**src/rtl/wdg_pkg.sv**
```systemverilog
package wdg_pkg;
  localparam int CFG_W     = 8;
  localparam int RES_W     = 2;
  localparam int MULT_W    = 5;
  localparam int RES_LSB   = 0;
  localparam int MULT_LSB  = RES_LSB + RES_W;
  localparam int STEER_BIT = CFG_W - 1;
  localparam int MAX_RES   = (1 << RES_W) - 1;
  localparam int MAX_MULT  = (1 << MULT_W) - 1;
  localparam int MAX_TICKS = (1 << (2 * MAX_RES)) * MAX_MULT;
  localparam int TICK_W    = $clog2(MAX_TICKS + 1);

  typedef logic [CFG_W-1:0]  cfg_t;
  typedef logic [TICK_W-1:0] ticks_t;

  // Timeout in ticks: multiplier scaled by four to the power of resolution.
  function automatic ticks_t wdg_ticks(cfg_t c);
    logic [RES_W-1:0]  r;
    logic [MULT_W-1:0] m;
    ticks_t            scaled;
    r = c[RES_LSB +: RES_W];
    m = c[MULT_LSB +: MULT_W];
    scaled = ticks_t'(m);
    return scaled << (2 * r);
  endfunction
endpackage

```
**src/rtl/wdg_cfg_reg.sv**
```systemverilog
module wdg_cfg_reg
  import wdg_pkg::*;
(
  input  logic clk,
  input  logic rst_n,
  input  logic wr,
  input  cfg_t wdata,
  input  logic clr,
  output cfg_t q
);
  always_ff @(posedge clk) begin
    if (!rst_n)   q <= '0;
    else if (wr)  q <= wdata;
    else if (clr) q <= '0;
  end

  // a write lands in the stored byte one cycle later
  assert_wr_lands_R4: assert property (@(posedge clk) disable iff (!rst_n)
    wr |=> q == $past(wdata));
endmodule

```
**src/rtl/wdg_countdown.sv**
```systemverilog
module wdg_countdown
  import wdg_pkg::*;
(
  input  logic   clk,
  input  logic   rst_n,
  input  logic   restart,
  input  ticks_t load_val,
  input  logic   load_arm,
  input  logic   tick,
  output logic   expire
);
  ticks_t cnt_q;
  logic   armed_q;
  logic   last_tick;

  assign last_tick = cnt_q <= ticks_t'(1);
  assign expire    = armed_q && tick && !restart && last_tick;

  always_ff @(posedge clk) begin
    if (!rst_n) begin
      cnt_q   <= '0;
      armed_q <= 1'b0;
    end else if (restart) begin
      cnt_q   <= load_val;
      armed_q <= load_arm;
    end else if (armed_q && tick) begin
      if (last_tick) begin
        cnt_q   <= '0;
        armed_q <= 1'b0;
      end else begin
        cnt_q <= cnt_q - ticks_t'(1);
      end
    end
  end

  // a non-final tick takes exactly one off the count and keeps running
  assert_step_R2: assert property (@(posedge clk) disable iff (!rst_n)
    (armed_q && tick && !restart && cnt_q > ticks_t'(1))
      |=> (armed_q && cnt_q == $past(cnt_q) - ticks_t'(1)));
  // after an expiry the countdown is idle unless restarted
  assert_one_shot_R9: assert property (@(posedge clk) disable iff (!rst_n)
    expire |=> !armed_q);
  // a disabled load never arms
  assert_zero_idle_R3: assert property (@(posedge clk) disable iff (!rst_n)
    (restart && !load_arm) |=> !armed_q);
endmodule

```
**src/rtl/wdg_action.sv**
```systemverilog
module wdg_action (
  input  logic clk,
  input  logic rst_n,
  input  logic expire,
  input  logic steer_rst,
  input  logic restart,
  output logic flag,
  output logic rst_req,
  output logic irq_pulse,
  output logic century_clr
);
  always_ff @(posedge clk) begin
    if (!rst_n) begin
      flag        <= 1'b0;
      rst_req     <= 1'b0;
      irq_pulse   <= 1'b0;
      century_clr <= 1'b0;
    end else begin
      rst_req     <= expire && steer_rst;
      century_clr <= expire && steer_rst;
      irq_pulse   <= expire && !steer_rst;
      if (restart)     flag <= 1'b0;
      else if (expire) flag <= 1'b1;
    end
  end

  // expiry sets the flag on the next edge
  assert_flag_set_R6: assert property (@(posedge clk) disable iff (!rst_n)
    expire |=> flag);
  // the reset request is a single-cycle pulse
  assert_rst_pulse_R7: assert property (@(posedge clk) disable iff (!rst_n)
    rst_req |=> !rst_req);
  // the interrupt is a single-cycle pulse
  assert_irq_pulse_R8: assert property (@(posedge clk) disable iff (!rst_n)
    irq_pulse |=> !irq_pulse);
  // the two actions never coincide
  assert_excl_R7: assert property (@(posedge clk) disable iff (!rst_n)
    !(rst_req && irq_pulse));
  // any action comes with the flag
  assert_action_flag_R6: assert property (@(posedge clk) disable iff (!rst_n)
    (rst_req || irq_pulse) |-> flag);
endmodule

```
**src/rtl/steered_watchdog.sv**
```systemverilog
module steered_watchdog
  import wdg_pkg::*;
(
  input  logic             clk,
  input  logic             rst_n,
  input  logic             tick_16hz,
  input  logic             cfg_wr,
  input  logic [CFG_W-1:0] cfg_wdata,
  input  logic             cfg_rd,
  output logic [CFG_W-1:0] cfg_q,
  output logic             wd_flag,
  output logic             rst_req,
  output logic             irq_pulse,
  output logic             century_clr
);
  logic   restart;
  cfg_t   restart_cfg;
  ticks_t restart_ticks;
  logic   restart_arm;
  logic   expire;
  logic   steer_rst;
  logic   cfg_clr;

  // a write takes precedence over a read in the same cycle
  assign restart       = cfg_wr || cfg_rd;
  assign restart_cfg   = cfg_wr ? cfg_wdata : cfg_q;
  assign restart_ticks = wdg_ticks(restart_cfg);
  assign restart_arm   = restart_cfg != '0;
  assign steer_rst     = cfg_q[STEER_BIT];
  assign cfg_clr       = expire && steer_rst;

  wdg_cfg_reg u_cfg (
    .clk   (clk),
    .rst_n (rst_n),
    .wr    (cfg_wr),
    .wdata (cfg_wdata),
    .clr   (cfg_clr),
    .q     (cfg_q)
  );

  wdg_countdown u_cnt (
    .clk      (clk),
    .rst_n    (rst_n),
    .restart  (restart),
    .load_val (restart_ticks),
    .load_arm (restart_arm),
    .tick     (tick_16hz),
    .expire   (expire)
  );

  wdg_action u_act (
    .clk         (clk),
    .rst_n       (rst_n),
    .expire      (expire),
    .steer_rst   (steer_rst),
    .restart     (restart),
    .flag        (wd_flag),
    .rst_req     (rst_req),
    .irq_pulse   (irq_pulse),
    .century_clr (century_clr)
  );

  // a reset request leaves the configuration byte cleared
  assert_cfg_cleared_R7: assert property (@(posedge clk) disable iff (!rst_n)
    rst_req |-> cfg_q == '0);
  // the century clear travels with the reset request
  assert_century_R7: assert property (@(posedge clk) disable iff (!rst_n)
    century_clr == rst_req);
  // a read alone keeps the stored byte
  assert_read_keeps_R5: assert property (@(posedge clk) disable iff (!rst_n)
    (cfg_rd && !cfg_wr && !expire) |=> $stable(cfg_q));
endmodule

```
**config.mk**
```make
export PLATFORM = sky130hd
export DESIGN_NAME = steered_watchdog
export DESIGN_NICKNAME = d
export VERILOG_FILES = /design/src/rtl/wdg_pkg.sv /design/src/rtl/wdg_cfg_reg.sv /design/src/rtl/wdg_countdown.sv /design/src/rtl/wdg_action.sv /design/src/rtl/steered_watchdog.sv
export SDC_FILE = /design/constraint.sdc
export NUM_CORES = 1
export LEC_CHECK = 0
export CORE_MARGIN = 4
export CORE_UTILIZATION = 57
export DETAILED_ROUTE_END_ITERATION = 7
export PLACE_DENSITY = 0.84
export SLEW_MARGIN = 30
export SYNTH_ARGS = -nofsm -noshare
export SYNTH_HDL_FRONTEND = slang
export SYNTH_HIERARCHICAL = 1
export SYNTH_SLANG_ARGS = --single-unit
```
**constraint.sdc**
```tcl
create_clock -name clk -period 5.25 [get_ports clk]
set_input_delay 1.3125 -clock clk [delete_from_list [all_inputs] [get_ports clk]]
set_output_delay 1.3125 -clock clk [all_outputs]
set_load 0.03 [all_outputs]
```
# [Word-level counts from Yosys, hierarchy flattened]
# Cells that the tools add are included.
[word_totals] reg_bits=23 latchBits=0 ramBits=0 rom_bits=0 output_inout_bits=12 elab_cells=33 memories=0
[classes] n_addsub=1 n_mul=0 div=0 order_cmp=1 n_eq_ne=0 shifts=1 n_mux=9 bitwise_logic=1 n_reduce_logical=14
[ops] op="2-to-1 mux 11 bit" n=3
[ops] op="2-to-1 mux 8 bit" n=3
[ops] op="<= comparator 11 x 1 -> 1 bit, second input constant" n=1
[ops] op="left shift 5 x 3 -> 11 bit" n=1
[ops] op="subtractor 11 x 1 -> 11 bit, second input constant" n=1
[ops] op="nonzero test 8 bit" n=1
[ops] op="nonzero test 2 bit" n=3
[ops] op="logical AND 1 bit" n=5
[ops] op="2-to-1 mux 1 bit" n=3
[ops] op="logical NOT 1 bit" n=2
[ops] op="AND reduction 2 bit" n=1
[ops] op="OR reduction 2 bit" n=1
[ops] op="logical OR 1 bit" n=1
[ops] op="NOT 1 bit" n=1

# [Longest topological paths before layout]
# Gate-level depths: netlist (run 1).
[logic_depth] word_depth=7 ltp_mapped=9

# [Cells and area by module]
# The synthesis (run 1) kept the hierarchy.
[by_module_without_submodules] mod="wdg_countdown" instances=1 cells_each=97 area_each_um2=808.3 seq_area_each_um2=240.2
[by_module_without_submodules] mod="wdg_cfg_reg" instances=1 cells_each=35 area_each_um2=382.9 seq_area_each_um2=160.2
[by_module_without_submodules] mod="steered_watchdog" instances=1 cells_each=41 area_each_um2=306.5 seq_area_each_um2=0.0
[by_module_without_submodules] mod="wdg_action" instances=1 cells_each=9 area_each_um2=98.8 seq_area_each_um2=60.1

# [Least setup slack after synthesis (run 1)]
# OpenSTA, ideal clock, no wires.
[synth_timing] path_type="input to register" from="in cfg_wr" to="reg u_cfg.q[0]" t_arrival_ns=2.756 required_ns=5.133 setup_slack_ns=2.378 stages=9 cell_sequence="buf_6 buf_8 or2_2 buf_6 and3b_1 and2_1 and2_1 nand2b_4 o21ai_2"
[synth_between] elab_chain_len=6 word_cells_on_any_way=7 classes_between="1 x mux; 6 x reduce/logical"
[synth_lines] item="from (decl)" line_no="steered_watchdog.sv:7" source="input logic cfg_wr,"
[synth_lines] item="logical OR 1 bit" line_no="steered_watchdog.sv:25" source="assign restart = cfg_wr || cfg_rd;"
[synth_lines] item="via restart" line_no="steered_watchdog.sv:16" source="logic restart;"
[synth_lines] item="logical NOT 1 bit" line_no="wdg_countdown.sv:17" source="assign expire = armed_q && tick && !restart && last_tick;"
[synth_lines] item="logical AND 1 bit (2 in a row)" line_no="wdg_countdown.sv:17"
[synth_lines] item="via expire" line_no="steered_watchdog.sv:20" source="logic expire;"
[synth_lines] item="logical AND 1 bit" line_no="steered_watchdog.sv:30" source="assign cfg_clr = expire && steer_rst;"
[synth_lines] item="via cfg_clr" line_no="steered_watchdog.sv:22" source="logic cfg_clr;"
[synth_lines] item="nonzero test 2 bit (no source line)"
[synth_lines] item="to (signal assigned)" line_no="wdg_cfg_reg.sv:13" source="else if (wr) q <= wdata;"
[synth_lines] item="to (decl)" line_no="wdg_cfg_reg.sv:9" source="output cfg_t q"
# The timed path passes the listed nets, and every way through them passes these cells.
# A chain may end at the register's enable or synchronous reset.

# [Final worst setup path (run 1)]
[layout_timing] from="in cfg_wr" to="reg u_cnt.cnt_q[7]"
[layout_between] elab_chain_len=3 word_cells_on_any_way=5 classes_between="1 x shift; 2 x mux; 2 x reduce/logical"
[layout_lines] item="2-to-1 mux 8 bit" line_no="steered_watchdog.sv:26" source="assign restart_cfg = cfg_wr ? cfg_wdata : cfg_q;"
[layout_lines] item="left shift 5 x 3 -> 11 bit" line_no="wdg_pkg.sv:24" source="return scaled << (2 * r);"
[layout_lines] item="via restart_ticks[7]" line_no="steered_watchdog.sv:18" source="ticks_t restart_ticks;"
[layout_lines] item="2-to-1 mux 11 bit" line_no="wdg_countdown.sv:23" source="end else if (restart) begin"
[layout_lines] item="to (signal assigned)" line_no="wdg_countdown.sv:24" source="cnt_q <= load_val;"
[layout_lines] item="to (signal assigned)" line_no="wdg_countdown.sv:31" source="cnt_q <= cnt_q - ticks_t'(1);"
[layout_lines] item="to (decl)" line_no="wdg_countdown.sv:12" source="ticks_t cnt_q;"
# The timed path passes the listed nets, and every way through them passes these cells.

==> qor.yml, run 1 <==
status:
  status: "complete, no violations"
layout:
  nets: 218
  drive_gt1_share_pct: 19.3
  stdcell_area_sq_mm: 0.00182
  antenna_cells: 0
  num-fill-cells: 215
  areaGrowthSynthToFinish_pct: 14.1
logic_synthesis:
  yosysSeqAreaShare_pct: 28.8
  synthCells: 182
  synth_edf_count: 0
  synth_top_flop_cell: "dfxtp_1"
  ys_seq_elements: 23
  synth_warnings: 6
  postSynthAreaPerCell_sq_um: 8.77
  syn_area_sq_mm: 0.00160
  syn-num-nets: 197
  synth_cell_types: 51
  synthArstFlopShare_pct: 0
die:
  fp.dieW_microns: 60.9
  rows: 18
  ios: 25
  die_height_microns: 60.9
  start_util_pct: 62.2
  dieArea_sq_mm: 0.00371
  core_sq_mm: 0.00257
clock_tree:
  cts_setup_buffers: 0
  tritoncts: "done"
  insertion_delay_ns: 0.32
  cts_resized: 0
  cts_made_buffers: 3
  htree_levels: 1
  cts_root_buffer: "clkbuf_4"
  cts_sinks: 23
  hold_buffers: 0
  clockBufferDepth: 2
  clk_pin_slew_ns: 0.14
critical_path:
  r2r-end: "u_cfg/q[3]$_SDFFE_PN0P_"
  cp.required_ns: 5.51
  worst_setup_path_start_kind: "primary input"
  rr_startpoint: "u_cnt/cnt_q[2]$_SDFFE_PN0P_"
  end_kind: "register"
  crit_chain: "clkdlybuf4s50_1 > buf_4 > mux2i_1 > mux2_2 > nor2_1 > a21oi_1 > o22ai_1"
  arrival_ns: 3.57
  criticalPathCategory: "primary input to register"
  max_stage_delay_ns: 0.73
  cp_slowest_cell: "clkdlybuf4s50_1"
  r2r_setup_slack_ns: 3.31
  r2r_cells: 6
  critPathMaxFanout: 21
  crit_start: "cfg_wr"
power:
  power.share.clock_pct: 21.2
  power_frac_comb_pct: 31.3
  swShare_pct: 34.2
  seq_power_share_pct: 47.6
  leakage_uw: 0.000662
  p_sw_uw: 142
  vdd_drop_max_mv: 0.235
  p_per_area_mw_per_mm2: 228
  internal_power_uw: 273
drt:
  drc_errors: 0
  met1_length_microns: 1630
  wl_microns: 3720
  dr.max_layer_used: "met4"
  viasPerCell: 6.12
  route.met3.wl_microns: 197
  first_pass_iters: 4
  wire_per_inst_microns: 16.0
  wl_met2_microns: 1830
  vias: 1419
  final_antenna_net_count: 0
  drt_iter0_drc: 96
global_route:
  grt_max_degree: 28
  grtUsageTotal_pct: 23.1
  overflow: 0
  antenna_found_initial: 0
  grt_pass1_wl_microns: 6490
  grt_pass1_vias: 1429
timing:
  final_hold_viol_count: 0
  min_period_over_period_pct: 63.0
  tns_ns: 0
  final.setup_skew_ns: 0.00897
  fin_crit_ns: 3.31
  setup_viol: 0
  fmax_mhz: 302
  rsz0062_at_grt: "no"
  slew_violations: 0
  relSlewSlack_pct: 47.5
  worst_slew_pin_slew_ns: 0.785
worst_hold_path:
  min_from: "u_cnt/cnt_q[10]$_SDFFE_PN0P_"
  hold_end: "u_cnt/cnt_q[10]$_SDFFE_PN0P_"
  hold_path_depth: 1
  hold_class: "register to register"
placed_design:
  gp_routability_congestion: 0.888
  hpwl_microns: 2800
  portBuffers: 24
  placed_cell_area_sq_mm: 0.00179
run:
  maxCapViolCount: 0
==> per-layer routing <==
layer,GRT usage [%],up-vias
li1,-,709
met4,7.12,0
met1,27.9,653
met2,39.2,49
met3,7.02,8
met5,0,-
==> final cells by class <==
class / instances / area, sq um / area share [%]
well taps: 30 / 37.5 / 2.06
multi-input cells: 144 / 1020 / 56.2
repair buffers: 25 / 248 / 13.6
flip-flops and latches: 23 / 460 / 25.3
clock inverters: 1 / 7.51 / 0.412
clock buffers: 3 / 22.5 / 1.24
inverters: 6 / 22.5 / 1.24
==> power by group through the flow <==
stage | sequential (uW) | clock (uW) | combinational [uW]
floorplan | 206 | 0 | 89.8
global placement | 200 | 0 | 125
detailed placement | 201 | 0 | 127
CTS | 197 | 91.2 | 129
global route | 200 | 101 | 141
finish | 197 | 87.8 | 130
==> logic make-up (layout without fill, tap and decap cells) <==
logic type / Yosys count / count (layout) / synth area share (%)
simple gates: 82 / 82 / 30.9
fa+ha+maj: 2 / 2 / 1.57
buf+inv: 15 / 35 / 7.05
compound gates: 45 / 45 / 20.1
mux: 12 / 12 / 9.87
xor+xnor: 3 / 3 / 1.65
flops: 23 / 23 / 28.8
==> worst max-delay path: cells and delay by family <==
kind	cells	cell delay (ns)
AO/OA/AOI/OAI	2	0.24
multiplexers	2	0.84
buffers and inverters	2	1.08
AND/OR/NAND/NOR	1	0.10
==> flip-flops by register name, indices dropped and copies added, names as in the netlist <==
| signal | count |
|---|---|
| u_cfg/q | 8 |
| u_act/irq_pulse | 1 |
| u_cnt/cnt_q | 11 |
| u_act/flag | 1 |
| u_act/century_clr | 1 |
| u_cnt/armed_q | 1 |
==> layout by cell type (no fill, tap or decap), types with 4 or more instances in the layout <==
cell,n
o22ai_1,7
o31ai_1,5
nor3_1,6
a21oi_1,7
o21a_1,4
o21ai_2,8
nor2_1,14
mux2i_1,6
or3_1,4
nand2b_2,7
clkdlybuf4s50_1,24
dfxtp_1,23
inv_1,5
o21ai_0,6
nand3_1,9
nand2_1,16
==> Yosys cell counts (2+ instances only) <==
master     n  area [sq um]
o21ai_0    6          30.0
nor4_1     3          18.8
buf_6      5          56.3
mux2i_4    2          45.0
mux2_4     2          30.0
o22ai_1    7          43.8
and2_1     2          12.5
buf_4      2          15.0
mux2i_1    6          60.1
xnor2_1    3          26.3
o21ai_2    8          70.1
nand2b_2   7          61.3
inv_1      5          18.8
nor3b_1    3          22.5
nor3_1     6          30.0
o21a_1     4          30.0
or3_1      4          25.0
nor2_1    14          52.6
o31ai_1    5          37.5
dfxtp_1   23           460
nand3_1    9          45.0
nand2_1   16          60.1
mux2_2     2          22.5
ha_1       2          25.0
and3_1     2          12.5
nand2b_4   3          41.3
a21oi_1    7          35.0
==> worst max path at each step <==
stage                                        endpoint  cells after the start
after floorplan               u_cfg/q[0]$_SDFFE_PN0P_                      9
after global placement        u_cfg/q[7]$_SDFFE_PN0P_                      7
after detailed placement      u_cfg/q[3]$_SDFFE_PN0P_                      7
after CTS                     u_cfg/q[3]$_SDFFE_PN0P_                      7
after global routing      u_cnt/cnt_q[7]$_SDFFE_PN0P_                      7
final                     u_cnt/cnt_q[7]$_SDFFE_PN0P_                      7
==> through the flow <==
stage | util, % | hold slack [ns] | worst slack [ns] | total power, uW | cells
floorplan | - | 0.442 | 2.38 | 295 | 182
global placement | 69.8 | 0.460 | 1.68 | 325 | 228
detailed placement | 69.8 | 0.490 | 1.62 | 328 | 228
CTS | 71.0 | 0.511 | 1.98 | 417 | 232
global route | 71.0 | 0.524 | 1.82 | 442 | 232
finish | 71.0 | 0.497 | 1.94 | 415 | 232
Note: power is estimated with default switching activity, not from simulation.
==> inputs of run 2 (changes only) <==
--- a/config.mk
+++ b/config.mk
@@ -6,9 +6,9 @@
 export NUM_CORES = 1
 export LEC_CHECK = 0
 export CORE_MARGIN = 4
-export CORE_UTILIZATION = 57
+export CORE_UTILIZATION = 48
 export DETAILED_ROUTE_END_ITERATION = 7
-export PLACE_DENSITY = 0.84
+export PLACE_DENSITY = 0.75
 export SLEW_MARGIN = 30
 export SYNTH_ARGS = -nofsm -noshare
 export SYNTH_HDL_FRONTEND = slang
==> constraint.sdc (replaced) <==
create_clock -name clk -period 2.7 [get_ports clk]
set_input_delay 0.675 -clock clk [delete_from_list [all_inputs] [get_ports clk]]
set_output_delay 0.675 -clock clk [all_outputs]
set_load 0.03 [all_outputs]
==> qor.yml, run 2 (synthesis gave the netlist of run 1 again) <==
status:
  status: "complete, no violations"
layout:
  top_register: "u_cnt/cnt_q"
  final_cell_mix: "24 x clkdlybuf4s50_1, 23 x dfxtp_1, 16 x nand2_1"
  top_regs: "u_cnt/cnt_q x11, u_cfg/q x8"
  stdcell_count: 253
  layout_commonest_cell: "clkdlybuf4s50_1"
  largest_register_ffs: 11
  nets: 225
  utilization_pct: 60.5
  areaGrowthSynthToFinish_pct: 18.5
  drive_gt1_share_pct: 22.0
  antenna_cells: 0
worst_hold_path:
  hold_path_depth: 1
  hold_end: "u_cnt/cnt_q[10]$_SDFFE_PN0P_"
  min_from: "u_cnt/cnt_q[10]$_SDFFE_PN0P_"
  hold_class: "register to register"
drt:
  first_pass_iters: 4
  drt_iter0_drc: 55
  vias: 1425
  final_antenna_net_count: 0
  wl_microns: 3870
  wire_per_inst_microns: 15.3
  viasPerCell: 5.63
  drc_errors: 0
die:
  rows: 20
  die_height_microns: 65.7
  ios: 25
  fp.dieW_microns: 65.7
  start_util_pct: 51.0
  core_sq_mm: 0.00313
  dieArea_sq_mm: 0.00431
clock_tree:
  cts_setup_buffers: 0
  cts_sinks: 23
  clk_pin_slew_ns: 0.15
  hold_buffers: 0
  cts_resized: 0
  tritoncts: "done"
  insertion_delay_ns: 0.34
  clockBufferDepth: 2
  cts_made_buffers: 3
  cts_root_buffer: "clkbuf_4"
  htree_levels: 1
critical_path:
  r2r-end: "u_cfg/q[0]$_SDFFE_PN0P_"
  cpLargestDelayFamily: "buffers and inverters"
  r2r_setup_slack_ns: 0.73
  r2r_cells: 6
  crit_chain: "clkdlybuf4s50_1 > buf_4 > mux2i_1 > mux2_2 > nor2_1 > a21oi_1 > o22ai_1"
  critPathMaxFanout: 6
  crit_start: "cfg_wr"
  cp.required_ns: 2.96
  worst_setup_path_start_kind: "primary input"
  cp_slowest_cell: "clkdlybuf4s50_1"
  max_stage_delay_ns: 0.57
  criticalPathCategory: "primary input to register"
  end_kind: "register"
  path_buf_inv: 2
  rr_startpoint: "u_cnt/cnt_q[4]$_SDFFE_PN0P_"
  arrival_ns: 2.54
placed_design:
  dp.cells: 249
  hpwl_microns: 3020
  gp_routability_congestion: 0.894
  portBuffers: 24
power:
  finalPower_uw: 820
  leakage_uw: 0.000695
  vdd_drop_max_mv: 0.251
  p_per_area_mw_per_mm2: 433
timing:
  relSlewSlack_pct: 70.6
  slew_violations: 0
  tns_ns: 0
  holdWs_ns: 0.495
  rsz0062_at_grt: "no"
  worst_slew_pin_slew_ns: 0.437
  final_hold_viol_count: 0
  min_period_over_period_pct: 84.5
  fin_crit_ns: 2.28
  setup_viol: 0
  final.setup_skew_ns: 0.0229
  fmax_mhz: 438
global_route:
  antenna_found_initial: 0
  grt_max_degree: 27
  grt_pass1_wl_microns: 6620
  grt_pass1_vias: 1438
  overflow: 0
  grtUsageTotal_pct: 19.6
run:
  maxCapViolCount: 0
## run 2: cell count changes in the layout (fill, tap and decap cells not counted), sizes merged
| cell | change |
|---|---|
| buf | +7 |
## run 2: where the power goes
group	switching, uW	internal [uW]	total, uW
clock network	118	56.8	175
logic	138	124	262
registers	25.5	358	383
## run 2: layer usage
metal  part of all wire, %  track usage, %  wire (microns)
met5                     0               0               0
met4                   2.2            7.77              87
met3                   3.8            3.42             148
met2                    51            35.0            1970
met1                    43            23.0            1660
## run 2: metrics by stage
stage | area (sq um) | setup slack (ns)
2_1_floorplan | 1600 | 0.465
3_3_place_gp | 1860 | 0.156
3_5_place_dp | 1860 | 0.0767
4_1_cts | 1890 | 0.423
5_1_grt | 1890 | 0.327
6_report | 1890 | 0.418
## run 2: worst max-delay path by stage
| stage | end | slack [ns] | cells past startpoint |
|---|---|---|---|
| after floorplan | u_cfg/q[0]$_SDFFE_PN0P_ | 0.47 | 9 |
| after global placement | u_cnt/cnt_q[7]$_SDFFE_PN0P_ | 0.16 | 7 |
| after detailed placement | u_cnt/cnt_q[7]$_SDFFE_PN0P_ | 0.08 | 7 |
| after CTS | u_cnt/cnt_q[7]$_SDFFE_PN0P_ | 0.42 | 7 |
| after global routing | u_cnt/cnt_q[4]$_SDFFE_PN0P_ | 0.33 | 8 |
| final | u_cnt/cnt_q[7]$_SDFFE_PN0P_ | 0.42 | 7 |
## run 2: area by class of cell
| class | instances | area [sq um] |
|---|---|---|
| Multi-Input combinational cell | 144 | 1020 |
| Fill cell | 281 | 1240 |
| Clock inverter | 1 | 7.51 |
| Clock buffer | 3 | 22.5 |
| Timing Repair Buffer | 32 | 300 |
| Sequential cell | 23 | 460 |
| Inverter | 6 | 22.5 |
| Tap cell | 44 | 55.1 |
## run 2: worst register-to-register path, cell delays in order (launching register included)
cell      delay, ns
dfxtp_1        0.39
nor4_1         0.46
o2111a_2       0.39
and2_1         0.23
and2_1         0.14
nand2b_4       0.20
o21ai_2        0.08
